File: src/rtl/spi_master_ctl.sv
module spi_master_ctl #(
  parameter int HALF_DIV = 4,
  parameter int DEPTH    = 8
) (
  input  logic        clk,
  input  logic        rst_n,
  input  logic [3:0]  reg_addr,
  input  logic        reg_wr,
  input  logic [31:0] reg_wdata,
  input  logic        reg_rd,
  output logic [31:0] reg_rdata,
  output logic        sclk,
  output logic        mosi,
  input  logic        miso,
  output logic        cs,
  output logic        tx_empty,
  output logic        tx_full,
  output logic        rx_empty,
  output logic        rx_full,
  output logic        rx_ovf
);

  localparam int AW = $clog2(DEPTH);
  localparam int CW = (HALF_DIV > 1) ? $clog2(HALF_DIV) : 1;
  localparam logic [AW:0] FULL_CNT = (AW+1)'(DEPTH);
  localparam logic [31:0] CTL_RST  = 32'h0012_001C;
  localparam logic [31:0] PULSE_MASK = 32'h0000_0300;

  typedef enum logic [1:0] {S_IDLE, S_XFER, S_TAIL, S_GAP} state_t;

  logic [31:0] ctl_q;
  logic en, master, cpha, cpol, cs_pol, lsb, cs_rel;
  logic wr_ctl, tx_clr, rx_clr, tx_push, tx_pop, rx_push, rx_pop;

  assign en     = ctl_q[0];
  assign master = ctl_q[1];
  assign cpha   = ctl_q[2];
  assign cpol   = ctl_q[3];
  assign cs_pol = ctl_q[4];
  assign lsb    = ctl_q[6];
  assign cs_rel = ctl_q[7];

  assign wr_ctl  = reg_wr && reg_addr == 4'h8;
  assign tx_clr  = wr_ctl && reg_wdata[8];
  assign rx_clr  = wr_ctl && reg_wdata[9];
  assign tx_push = reg_wr && reg_addr == 4'h0 && !tx_full;
  assign rx_pop  = reg_rd && reg_addr == 4'h4 && !rx_empty;

  always_ff @(posedge clk or negedge rst_n)
    if (!rst_n)      ctl_q <= CTL_RST;
    else if (wr_ctl) ctl_q <= reg_wdata & ~PULSE_MASK;

  logic [7:0]  tx_mem [DEPTH];
  logic [AW:0] tx_wp, tx_rp;
  logic [7:0]  tx_head;

  assign tx_empty = tx_wp == tx_rp;
  assign tx_full  = (tx_wp - tx_rp) == FULL_CNT;
  assign tx_head  = tx_mem[tx_rp[AW-1:0]];

  always_ff @(posedge clk)
    if (tx_push) tx_mem[tx_wp[AW-1:0]] <= reg_wdata[7:0];

  always_ff @(posedge clk or negedge rst_n)
    if (!rst_n) begin
      tx_wp <= '0;
      tx_rp <= '0;
    end else if (tx_clr) begin
      tx_wp <= '0;
      tx_rp <= '0;
    end else begin
      if (tx_push) tx_wp <= tx_wp + 1'b1;
      if (tx_pop)  tx_rp <= tx_rp + 1'b1;
    end

  logic [7:0]  rx_mem [DEPTH];
  logic [AW:0] rx_wp, rx_rp;
  logic [7:0]  rx_cur;
  logic        rx_ovf_q;

  assign rx_empty = rx_wp == rx_rp;
  assign rx_full  = (rx_wp - rx_rp) == FULL_CNT;
  assign rx_ovf   = rx_ovf_q;

  always_ff @(posedge clk)
    if (rx_push && !rx_full) rx_mem[rx_wp[AW-1:0]] <= rx_cur;

  always_ff @(posedge clk or negedge rst_n)
    if (!rst_n) begin
      rx_wp    <= '0;
      rx_rp    <= '0;
      rx_ovf_q <= 1'b0;
    end else if (rx_clr) begin
      rx_wp    <= '0;
      rx_rp    <= '0;
      rx_ovf_q <= 1'b0;
    end else begin
      if (rx_push && !rx_full) rx_wp <= rx_wp + 1'b1;
      if (rx_push && rx_full)  rx_ovf_q <= 1'b1;
      if (rx_pop)              rx_rp <= rx_rp + 1'b1;
    end

  always_comb begin
    case (reg_addr)
      4'h4:    reg_rdata = {24'h0, rx_mem[rx_rp[AW-1:0]]};
      4'h8:    reg_rdata = ctl_q;
      default: reg_rdata = '0;
    endcase
  end

  state_t        st_q;
  logic [CW-1:0] div_q;
  logic [3:0]    edge_q;
  logic          gap_q, sclk_q, mosi_q;
  logic [7:0]    txb_q, rxb_q;
  logic          tick, start, lead, last_edge, sample_now, cont, cs_act;
  logic [2:0]    bi;

  function automatic logic pick(input logic [7:0] b, input logic [2:0] i, input logic lf);
    return lf ? b[i] : b[3'd7 - i];
  endfunction

  assign tick       = st_q != S_IDLE && div_q == CW'(HALF_DIV - 1);
  assign start      = st_q == S_IDLE && en && master && !tx_empty;
  assign lead       = !edge_q[0];
  assign bi         = edge_q[3:1];
  assign last_edge  = tick && st_q == S_XFER && edge_q == 4'd15;
  assign sample_now = tick && st_q == S_XFER && (lead != cpha);
  assign cont       = !tx_empty && !cs_rel && en && master;
  assign tx_pop     = start || (last_edge && cont);
  assign rx_push    = last_edge;
  assign cs_act     = st_q == S_XFER || st_q == S_TAIL;

  always_comb begin
    rx_cur = rxb_q;
    if (sample_now) rx_cur[lsb ? bi : 3'd7 - bi] = miso;
  end

  always_ff @(posedge clk or negedge rst_n)
    if (!rst_n)                          div_q <= '0;
    else if (st_q == S_IDLE || tick)     div_q <= '0;
    else                                 div_q <= div_q + 1'b1;

  always_ff @(posedge clk or negedge rst_n)
    if (!rst_n) begin
      st_q   <= S_IDLE;
      edge_q <= '0;
      gap_q  <= 1'b0;
      sclk_q <= 1'b1;
      mosi_q <= 1'b0;
      txb_q  <= '0;
      rxb_q  <= '0;
    end else begin
      case (st_q)
        S_IDLE: begin
          sclk_q <= cpol;
          if (start) begin
            st_q   <= S_XFER;
            txb_q  <= tx_head;
            rxb_q  <= '0;
            edge_q <= '0;
            if (!cpha) mosi_q <= pick(tx_head, 3'd0, lsb);
          end
        end
        S_XFER: if (tick) begin
          sclk_q <= ~sclk_q;
          edge_q <= edge_q + 1'b1;
          rxb_q  <= rx_cur;
          if (lead && cpha) mosi_q <= pick(txb_q, bi, lsb);
          if (!lead && !cpha && edge_q != 4'd15) mosi_q <= pick(txb_q, 3'(bi + 3'd1), lsb);
          if (edge_q == 4'd15) begin
            if (cont) begin
              txb_q <= tx_head;
              rxb_q <= '0;
              if (!cpha) mosi_q <= pick(tx_head, 3'd0, lsb);
            end else begin
              st_q <= S_TAIL;
            end
          end
        end
        S_TAIL: if (tick) begin
          st_q  <= S_GAP;
          gap_q <= 1'b0;
        end
        default: if (tick) begin
          if (gap_q) st_q <= S_IDLE;
          else       gap_q <= 1'b1;
        end
      endcase
    end

  assign sclk = sclk_q;
  assign mosi = mosi_q;
  assign cs   = cs_act ^ cs_pol;

endmodule

File: config.mk
export PLATFORM = sky130hd
export DESIGN_NAME = spi_master_ctl
export DESIGN_NICKNAME = d
export VERILOG_FILES = /design/src/rtl/spi_master_ctl.sv
export SDC_FILE = /design/constraint.sdc
export NUM_CORES = 1
export LEC_CHECK = 0
export BUFFER_PORTS_ARGS = -buffer_cell sky130_fd_sc_hd__buf_2
export CORE_ASPECT_RATIO = 1.4
export CORE_UTILIZATION = 50
export DETAILED_ROUTE_END_ITERATION = 8
export PLACE_DENSITY = 0.69
export SYNTH_ARGS = -nofsm -noshare
export SYNTH_HDL_FRONTEND = slang
export SYNTH_SLANG_ARGS = --single-unit
export TNS_END_PERCENT = 50
File: constraint.sdc
create_clock -name clk -period 7.6 [get_ports clk]
set_input_delay 1.52 -clock clk [delete_from_list [all_inputs] [get_ports clk]]
set_output_delay 1.52 -clock clk [all_outputs]
set_load 0.03 [all_outputs]
# [Yosys cells after proc, flatten, opt, wreduce, memory -nomap -nowiden]
# Memory sizes are Yosys's and may differ from the RTL's.
# Index checks and enable logic that the tools add are counted.
[totals] register_bits=74 ramBits=128 inputBits=41 output_inout_bits=40 word_cells=174 n_memories=2
[classes] n_addsub=11 n_lt_le_gt_ge=6 n_eq_ne=19 muxes=67 n_bitwise=3 reduce_logical=52
[memory_table] memory="rx_mem" depth=8 width=8 rd=1 rd_ports_with_merged_regs=0 wr=1 line="76" source="logic [7:0] rx_mem [DEPTH];"
[memory_table] memory="tx_mem" depth=8 width=8 rd=1 rd_ports_with_merged_regs=0 wr=1 line="53" source="logic [7:0] tx_mem [DEPTH];"
[op_table] op="2-to-1 mux 8 bit" count=9
[op_table] op="one-hot mux 32 bit (2 select lines)" count=1
[op_table] op="2-to-1 mux 4 bit" count=10
[op_table] op="one-hot mux 8 bit (2 select lines)" count=2
[op_table] op="2-to-1 mux 1 bit" count=25
[op_table] op="logical AND 1 bit" count=24
[op_table] op="adder 4 x 1 -> 4 bit, second input constant" count=5
[op_table] op="< comparator 3 x 4 -> 1 bit, second input constant" count=5
[op_table] op="equality test 4 bit, second input constant" count=4
[op_table] op="2-to-1 mux 2 bit" count=8
[op_table] op="nonzero test 2 bit" count=8
[op_table] op="binary-select mux 1 bit (select 3 bit)" count=4
[op_table] op="!= test 2 bit, second input constant" count=6
[op_table] op="bitwise mux 8 bit" count=1
[op_table] op="equality test 4 bit" count=2
[op_table] op="one-hot mux 4 bit (2 select lines)" count=1
[op_table] op="subtractor 4 bit" count=2
[op_table] op="zero test 1 bit" count=7
[op_table] op="AND reduction 7 bit" count=1
[op_table] op="one-hot mux 1 bit (2 select lines)" count=3
[op_table] op="one-hot mux 2 bit (3 select lines)" count=1
[op_table] op="subtractor 3 bit, first input constant" count=2
[op_table] op="AND reduction 5 bit" count=1
[op_table] op="equality test 2 bit, second input constant" count=2
[op_table] op="20 further kinds" count=24

# [Logic depth before layout (Yosys ltp)]
# Gate-level depths: netlist (run 1).
[logic_depth] word_depth=12 depth_mapped=12 mapped_depth_nobuf=8

# [Worst setup path after synthesis (run 1)]
# OpenSTA, ideal clock, no wires.
[synth_timing] kind="input to output" from="input port reg_addr[3]" to="output port reg_rdata[0]" arrival_time_ps=2914 required_time_ps=6080 setup_slack_ps=3166 cell_stages=3 n_path_buf=1 cell_sequence="or4b_1 > clkbuf_1 > o21ai_0"
[synth_between] elab_chain_cells=2 word_cells_on_any_way=3 cone_classes="eq/ne: 2; mux: 1"
[synth_rtl] element="start, declared" line="7" source="input logic [3:0] reg_addr,"
[synth_rtl] element="equality test 4 bit or equality test 4 x 3 -> 1 bit (tied branches)" line="104" source="case (reg_addr)"
[synth_rtl] element="one-hot mux 32 bit (2 select lines) (*)" line="104"
[synth_rtl] element="end, declared" line="11" source="output logic [31:0] reg_rdata,"
# Every way passes the cells marked *; elsewhere a longest branch is shown, timed or not.

# [Worst setup path in the final report (run 1)]
[layout_timing] from="register tx_rp[1]" to="output port tx_full"
[layout_between] elab_chain_cells=2
[layout_rtl] element="start, declared" line="54" source="logic [AW:0] tx_wp, tx_rp;"
[layout_rtl] element="start signal, assigned" line="73" source="if (tx_pop) tx_rp <= tx_rp + 1'b1;"
[layout_rtl] element="subtractor 4 bit" line="58" source="assign tx_full = (tx_wp - tx_rp) == FULL_CNT;"
[layout_rtl] element="equality test 4 bit" line="58"
[layout_rtl] element="end, declared" line="17" source="output logic tx_full,"
# Every way passes these cells.

==> tab_implementation.tex, run 1 <==
\begin{tabular}{lr}
\hline
Metric & Value \\
\hline
\multicolumn{2}{l}{\textbf{Placed design}} \\
\quad Quantity of I/O buffers inserted on ports & 78 \\
\quad Detailed placer's ending HPWL & 13.41 mm \\
\quad Placed insts & 945 \\
\quad Routability cong. & 0.7997 \\
\multicolumn{2}{l}{\textbf{Detailed routing}} \\
\quad Length of the first detailed-routing pass in iterations & 6 \\
\quad Vias per inst & 5.640 \\
\quad DRC Markers & 0 \\
\quad Wire length per cell & 19.15 um \\
\quad Via total after detailed routing & 5538 \\
\quad Final wirelength & 18.80 mm \\
\quad Post-route ant nets & 0 \\
\quad DRC marker count from the first detailed-route iteration & 362 \\
\multicolumn{2}{l}{\textbf{CTS}} \\
\quad CTS tree & yes \\
\quad Clk\_lat worst skew & 490 ps \\
\quad Count of instances resized after the clock tree is built & 0 \\
\quad Clock-pin slew reported for the worst setup and hold paths after clock tree synthesis & 60 ps \\
\quad Total of hold buffers inserted after clock tree synthesis & 0 \\
\quad Clock Sink Count & 202 \\
\quad Root Buffer & clkbuf\_16 \\
\quad Number of buffers created by CTS & 21 \\
\quad Number of setup buffers added after CTS & 0 \\
\quad H-tree depth & 1 \\
\quad CTS max path bufs & 3 \\
\multicolumn{2}{l}{\textbf{STA}} \\
\quad Setup repair after global routing missed its margin & false \\
\quad Number of pins with negative max-slew slack in the final report & 0 \\
\quad Final Cycle Share & 60.38\% \\
\quad Worst relative slew slack & 21.87\% \\
\quad Setup\_tns & 0 ps \\
\quad Total setup violations reported at the end of the flow & 0 \\
\quad Transition at the pin with the smallest max-transition slack & 1169 ps \\
\quad Final period demand of the worst path & 4589 ps \\
\quad Max Fclk & 0.2179 GHz \\
\quad Number of hold violations in the final report & 0 \\
\quad Layout Skew & 13.13 ps \\
\quad Final hold slack & 450.1 ps \\
\multicolumn{2}{l}{\textbf{Die}} \\
\quad Starting utilization of the core area & 51.49\% \\
\quad Core area & 0.01807 mm2 \\
\quad Vertical extent of the die & 163.4 um \\
\quad Floorplan row count & 58 \\
\quad Die X & 117.3 um \\
\quad Die outline area & 0.01916 mm2 \\
\quad I/O pin total & 81 \\
\multicolumn{2}{l}{\textbf{Critical path}} \\
\quad Worst setup SP type & flop \\
\quad Data required time of the worst path & 6080 ps \\
\quad Arrival time at the worst endpoint & 3070 ps \\
\quad Worst Setup End Kind & output pin \\
\quad Critical path start-end classification & flop to output pin \\
\quad Top fanout value on the critical path & 19 \\
\quad Number of buffers and inverters on the critical path & 2 \\
\quad Cell with the biggest individual delay on the critical path & dfrtp\_1 \\
\quad Maximum single-stage delay on the critical path & 900 ps \\
\quad Sequence of cells on the critical path & inv\_1 > ha\_1 > nor2b\_1 > or4\_4 > a21oi\_4 > buf\_2 \\
\quad Cell family with most CP delay & flip-flops \\
\multicolumn{2}{l}{\textbf{Final layout}} \\
\quad Area added between synthesis and finish & 13.50\% \\
\quad \# diodes & 0 \\
\quad Filler-free cell count of the finished design & 982 \\
\quad Nets@finish & 788 \\
\quad Layout cell share with drive strength beyond 1 & 29.78\% \\
\multicolumn{2}{l}{\textbf{Pwr}} \\
\quad Internal power summed over all cells & 2.335 mW \\
\quad Comb power frac & 28.4\% \\
\quad Sequential Power Share & 42.9\% \\
\quad Net Sw Frac & 31.96\% \\
\quad Total leakage power & 4.181 nW \\
\quad Net Switching & 1.097 mW \\
\quad Maximum vdd ir drop & 266.4 uV \\
\quad Share of power burned in the clock network & 28.8\% \\
\quad Power density over the cells & 324.9 mW/mm2 \\
\multicolumn{2}{l}{\textbf{Yosys}} \\
\quad Post-synth EDFFs & 128 \\
\quad Syn\_area\_per\_cell & 14.27 um2 \\
\quad Most used flip-flop cell after synthesis & edfxtp\_1 \\
\quad List of most frequent post-synthesis cells & edfxtp\_1 (128), dfrtp\_1 (68), nor2\_1 (61) \\
\quad Cell area after technology mapping & 0.009304 mm2 \\
\quad Synth Warn \# & 0 \\
\quad Cell taking the most area after synthesis & edfxtp\_1 \\
\quad Count of mapped cells out of synthesis & 652 \\
\quad Fraction of post-synthesis cell area in the top cell type by area & 41.31\% \\
\quad Dominant cells by area after synthesis & edfxtp\_1 (41\%), dfrtp\_1 (18\%), mux4\_2 (8.2\%) \\
\quad Proportion of synthesized chip area in sequential cells & 61.30\% \\
\quad FFs w/ async S/R, synth & 36.63\% \\
\quad Cell with the most instances after synthesis & edfxtp\_1 \\
\quad Synthesis-stage register bit count & 202 \\
\quad Count of different cell masters after synthesis & 61 \\
\multicolumn{2}{l}{\textbf{Global routing}} \\
\quad Total global routing overflow & 0 \\
\quad First-pass GRT wire length & 30.07 mm \\
\quad Initial antenna violation count & 0 \\
\quad Vias in the first global route & 5972 \\
\quad Combined global-route utilization of all metal layers & 20.65\% \\
\quad Largest net degree at the start of global routing & 75 \\
\multicolumn{2}{l}{\textbf{Flow run}} \\
\quad Max capacitance violation total & 0 \\
\multicolumn{2}{l}{\textbf{Hold path}} \\
\quad Path class of the lowest-slack min-delay path & flop to flop \\
\multicolumn{2}{l}{\textbf{Outcome}} \\
\quad Result of the run & complete, no violations \\
\hline
\end{tabular}
==> worst reg2reg max path, cell delays in order (launching register included) <==
cell      delay, ps
dfrtp_1         910
inv_1           110
ha_1            340
nor2b_1         150
o211ai_1        250
a21oi_4         110
nor3_2          420
nand2_1         240
nor2_1          820
==> logic make-up after synthesis <==
kind of cell | after synthesis | synth area share (%)
simple gates | 197 | 10.54
fa+ha+maj | 19 | 2.555
buf+inv | 53 | 2.757
xor+xnor | 17 | 2.004
flops | 202 | 61.30
compound gates | 70 | 5.554
mux | 93 | 15.25
other cells | 1 | 0.04031
==> metrics by stage <==
| stage | power, mW | utilization (%) | setup slack [ps] | area (um2) |
|---|---|---|---|---|
| after floorplan | 2.246 | - | 3166 | 9308 |
| after global placement | 2.432 | 54.75 | 3158 | 9893 |
| after detailed placement | 2.473 | 54.75 | 2993 | 9893 |
| after CTS | 3.466 | 58.44 | 2993 | 10560 |
| after global routing | 3.617 | 58.44 | 2878 | 10560 |
| final | 3.431 | 58.44 | 3011 | 10560 |
==> path summary, 6_finish.rpt <==
path | from | endpoint | slack (ps) | cells after the start
hold reg to reg | div_q[0] | div_q[0] | 450 | 1
min in group asynchronous | rst_n | rx_rp[0] | 1170 | 1
setup reg to reg | rx_rp[1] | rx_mem[2][3] | 3860 | 8
setup / recovery | tx_rp[1] | tx_full | 3010 | 6
hold / removal | div_q[0] | div_q[0] | 450 | 1
max in group asynchronous | rst_n | txb_q[2] | 5820 | 1
==> per-layer routing <==
metal	vias up	share of wire, %	GRT usage [%]
li1	2589	-	-
met1	2794	37	23.32
met2	114	56	38.82
met3	41	3.7	2.894
met4	0	3.0	7.307
met5	-	0	0
==> layout by cell type (no fill, tap or decap), types with 11 or more instances in the layout <==
cell and n:
nand2_1 56, mux2_2 37, ha_1 19, and3_1 25
nor3_1 13, mux4_2 34, inv_1 15, a21oi_1 12
edfxtp_1 128, buf_4 11, buf_2 77, nor2_1 61
clkbuf_16 21, dfrtp_1 68, o21ai_0 18, mux2i_1 21
o41ai_1 11
==> power groups by stage <==
stage / Combinational, mW / Sequential, mW / Clock, mW
final: 0.973 / 1.47 / 0.987
after global routing: 1.08 / 1.49 / 1.05
after CTS: 0.987 / 1.47 / 1.01
after detailed placement: 0.981 / 1.49 / 0
after global placement: 0.948 / 1.48 / 0
after floorplan: 0.839 / 1.41 / 0
==> flip-flops by register name (all words and copies together) (netlist names), 8 cells and up <==
name,cells
rxb_q,8
ctl_q,30
txb_q,8
tx_mem,64
rx_mem,64
==> layout make-up <==
| class | instances | area (um2) |
|---|---|---|
| clock buffer | 24 | 546.8 |
| sequential | 202 | 5703 |
| clock inverter | 13 | 120.1 |
| timing repair buffer | 88 | 467.9 |
| tap | 240 | 300.3 |
| multi-input combinational | 398 | 3358 |
| fill | 1413 | 7510 |
| inverter | 17 | 63.81 |
(Power assumes the default switching activity.)
==> run 2, diff against run 1 <==
clock period = 4.4 ns   (was 7.6 ns; I/O delays follow)
==> run 2 against run 1 <==
Compared with the run above:
- setup slack lost 2200 ps
- critical path depth decreased by 1
- first-iteration DRC count fell by 17%
- critical path type unchanged
- hold slack improved by 6.9 ps
- clock power is 69% higher
- routed wire length increased by 1.4%
- combinational power increased by 79%
- flip-flop and latch count unchanged
==> tab_implementation.tex, run 2 (synthesis gave the netlist of run 1 again) <==
\begin{tabular}{lr}
\hline
Metric & Value \\
\hline
\multicolumn{2}{l}{\textbf{Outcome}} \\
\quad Result of the run & complete, no violations \\
\multicolumn{2}{l}{\textbf{CTS}} \\
\quad CTS tree & yes \\
\quad Total of hold buffers inserted after clock tree synthesis & 0 \\
\quad Clock Sink Count & 202 \\
\quad Count of instances resized after the clock tree is built & 0 \\
\quad Root Buffer & clkbuf\_16 \\
\quad Number of buffers created by CTS & 21 \\
\quad CTS max path bufs & 3 \\
\quad H-tree depth & 1 \\
\quad Clk\_lat worst skew & 480 ps \\
\quad Clock-pin slew reported for the worst setup and hold paths after clock tree synthesis & 60 ps \\
\quad Number of setup buffers added after CTS & 0 \\
\multicolumn{2}{l}{\textbf{Critical path}} \\
\quad Register-to-register path setup slack & 1160 ps \\
\quad Beginning of the critical path & rx\_rp[0] \\
\quad Worst R2R Path Depth & 7 \\
\quad Capture point of the worst reg-to-reg path & rx\_mem[2][2] \\
\quad Top fanout value on the critical path & 13 \\
\quad RR Startpoint & rx\_rp[0] \\
\quad Data required time of the worst path & 3520 ps \\
\quad Worst setup SP type & flop \\
\quad Critical path start-end classification & flop to output pin \\
\quad Arrival time at the worst endpoint & 2720 ps \\
\quad Worst Setup End Kind & output pin \\
\multicolumn{2}{l}{\textbf{Placed design}} \\
\quad Routability cong. & 0.7837 \\
\quad Quantity of I/O buffers inserted on ports & 78 \\
\quad Post-place setup slack & 845.0 ps \\
\quad Detailed placer's ending HPWL & 14.01 mm \\
\quad Post-place instance area & 0.009921 mm2 \\
\multicolumn{2}{l}{\textbf{Detailed routing}} \\
\quad DRC Markers & 0 \\
\quad Met1 WL & 7.377 mm \\
\quad Via total after detailed routing & 5522 \\
\quad Final wirelength & 19.07 mm \\
\quad Uppermost signal routing layer after detailed routing & met4 \\
\quad Wire length per cell & 19.32 um \\
\quad Sum of met2 wire segment lengths after detailed routing & 10.54 mm \\
\quad Vias per inst & 5.595 \\
\quad Met3 WL & 549 um \\
\quad DRC marker count from the first detailed-route iteration & 299 \\
\quad Length of the first detailed-routing pass in iterations & 4 \\
\quad Post-route ant nets & 0 \\
\multicolumn{2}{l}{\textbf{STA}} \\
\quad Transition at the pin with the smallest max-transition slack & 1075 ps \\
\quad Setup repair after global routing missed its margin & false \\
\quad Number of hold violations in the final report & 0 \\
\quad Layout Skew & 9.516 ps \\
\quad Max Fclk & 0.2778 GHz \\
\quad Setup\_tns & 0 ps \\
\quad Final Cycle Share & 81.82\% \\
\quad Worst relative slew slack & 27.81\% \\
\quad Setup slack after layout & 800.1 ps \\
\quad Final hold slack & 457.0 ps \\
\quad Total setup violations reported at the end of the flow & 0 \\
\quad Final period demand of the worst path & 3600 ps \\
\quad Number of pins with negative max-slew slack in the final report & 0 \\
\multicolumn{2}{l}{\textbf{Final layout}} \\
\quad Area added between synthesis and finish & 13.56\% \\
\quad Layout fillers & 1385 \\
\quad Nets@finish & 793 \\
\quad Commonest non-fill, non-tap cell in the layout & edfxtp\_1 \\
\quad \# diodes & 0 \\
\quad Register Area & 0.005703 mm2 \\
\quad Layout cell share with drive strength beyond 1 & 29.18\% \\
\quad Final standard cell area without fillers & 0.01057 mm2 \\
\quad Area of the multi-input gates & 0.003348 mm2 \\
\quad Share of the core filled with cells in the final layout & 58.47\% \\
\quad Leading cell types in the layout, fill and taps excluded & edfxtp\_1 (128), buf\_2 (77), dfrtp\_1 (68), nor2\_1 (61), nand2\_1 (56) \\
\multicolumn{2}{l}{\textbf{Die}} \\
\quad Floorplan row count & 58 \\
\quad I/O pin total & 81 \\
\quad Die outline area & 0.01916 mm2 \\
\quad Vertical extent of the die & 163.4 um \\
\quad Core area & 0.01807 mm2 \\
\quad Starting utilization of the core area & 51.49\% \\
\quad Die X & 117.3 um \\
\multicolumn{2}{l}{\textbf{Global routing}} \\
\quad Vias in the first global route & 5725 \\
\quad First-pass GRT wire length & 29.73 mm \\
\quad Largest net degree at the start of global routing & 75 \\
\quad Combined global-route utilization of all metal layers & 20.53\% \\
\quad Initial antenna violation count & 0 \\
\quad Total global routing overflow & 0 \\
\multicolumn{2}{l}{\textbf{Hold path}} \\
\quad End of the worst hold path & div\_q[0] \\
\quad Hold Crit Depth & 1 \\
\quad Startpoint of the worst hold path & div\_q[0] \\
\quad Path class of the lowest-slack min-delay path & flop to flop \\
\multicolumn{2}{l}{\textbf{Pwr}} \\
\quad Total leakage power & 4.183 nW \\
\quad Maximum vdd ir drop & 376.1 uV \\
\quad Power density over the cells & 559.2 mW/mm2 \\
\multicolumn{2}{l}{\textbf{Flow run}} \\
\quad Max capacitance violation total & 0 \\
\hline
\end{tabular}
[run 2: per-stage QoR]
step / instances / power (mW)
2_1_floorplan: 653 / 3.880
3_3_place_gp: 950 / 4.204
3_5_place_dp: 950 / 4.288
4_1_cts: 987 / 5.965
5_1_grt: 987 / 6.209
6_report: 987 / 5.908
[run 2: how the worst max path moves through the flow]
stage                               to  cells after the start  slack [ps]
after floorplan           rx_mem[0][0]                     10         960
after global placement    tx_mem[1][2]                      6         990
after detailed placement  tx_mem[1][6]                      6         850
after CTS                 reg_rdata[4]                      5         720
after global routing      reg_rdata[4]                      5         620
final                     reg_rdata[4]                      5         800
[run 2: cell type report]
type | count | area share, %
timing repair buffer | 93 | 4.784
inverter | 17 | 0.6040
tap | 240 | 2.842
multi-input combinational | 398 | 31.69
clock buffer | 28 | 5.223
sequential | 202 | 53.98
clock inverter | 9 | 0.8764
[run 2: per-layer routing]
metal,track usage (%),vias up
met4,7.077,0
met5,0,-
met1,23.91,2803
li1,-,2594
met3,2.486,39
met2,38.21,86
[run 2: worst max-delay path: stages (launching register included)]
cell and delay (ps):
dfrtp_1 810, buf_4 340, mux4_2 530, mux2i_1 190, o21ai_0 150, buf_2 220
[run 2: power breakdown]
group	total, mW	internal (mW)	switching, mW	leakage [nW]
logic	1.74	0.786	0.953	1.79
clock network	1.67	0.996	0.678	0.308
registers	2.50	2.25	0.245	2.08
total	5.91	4.03	1.87	4.18
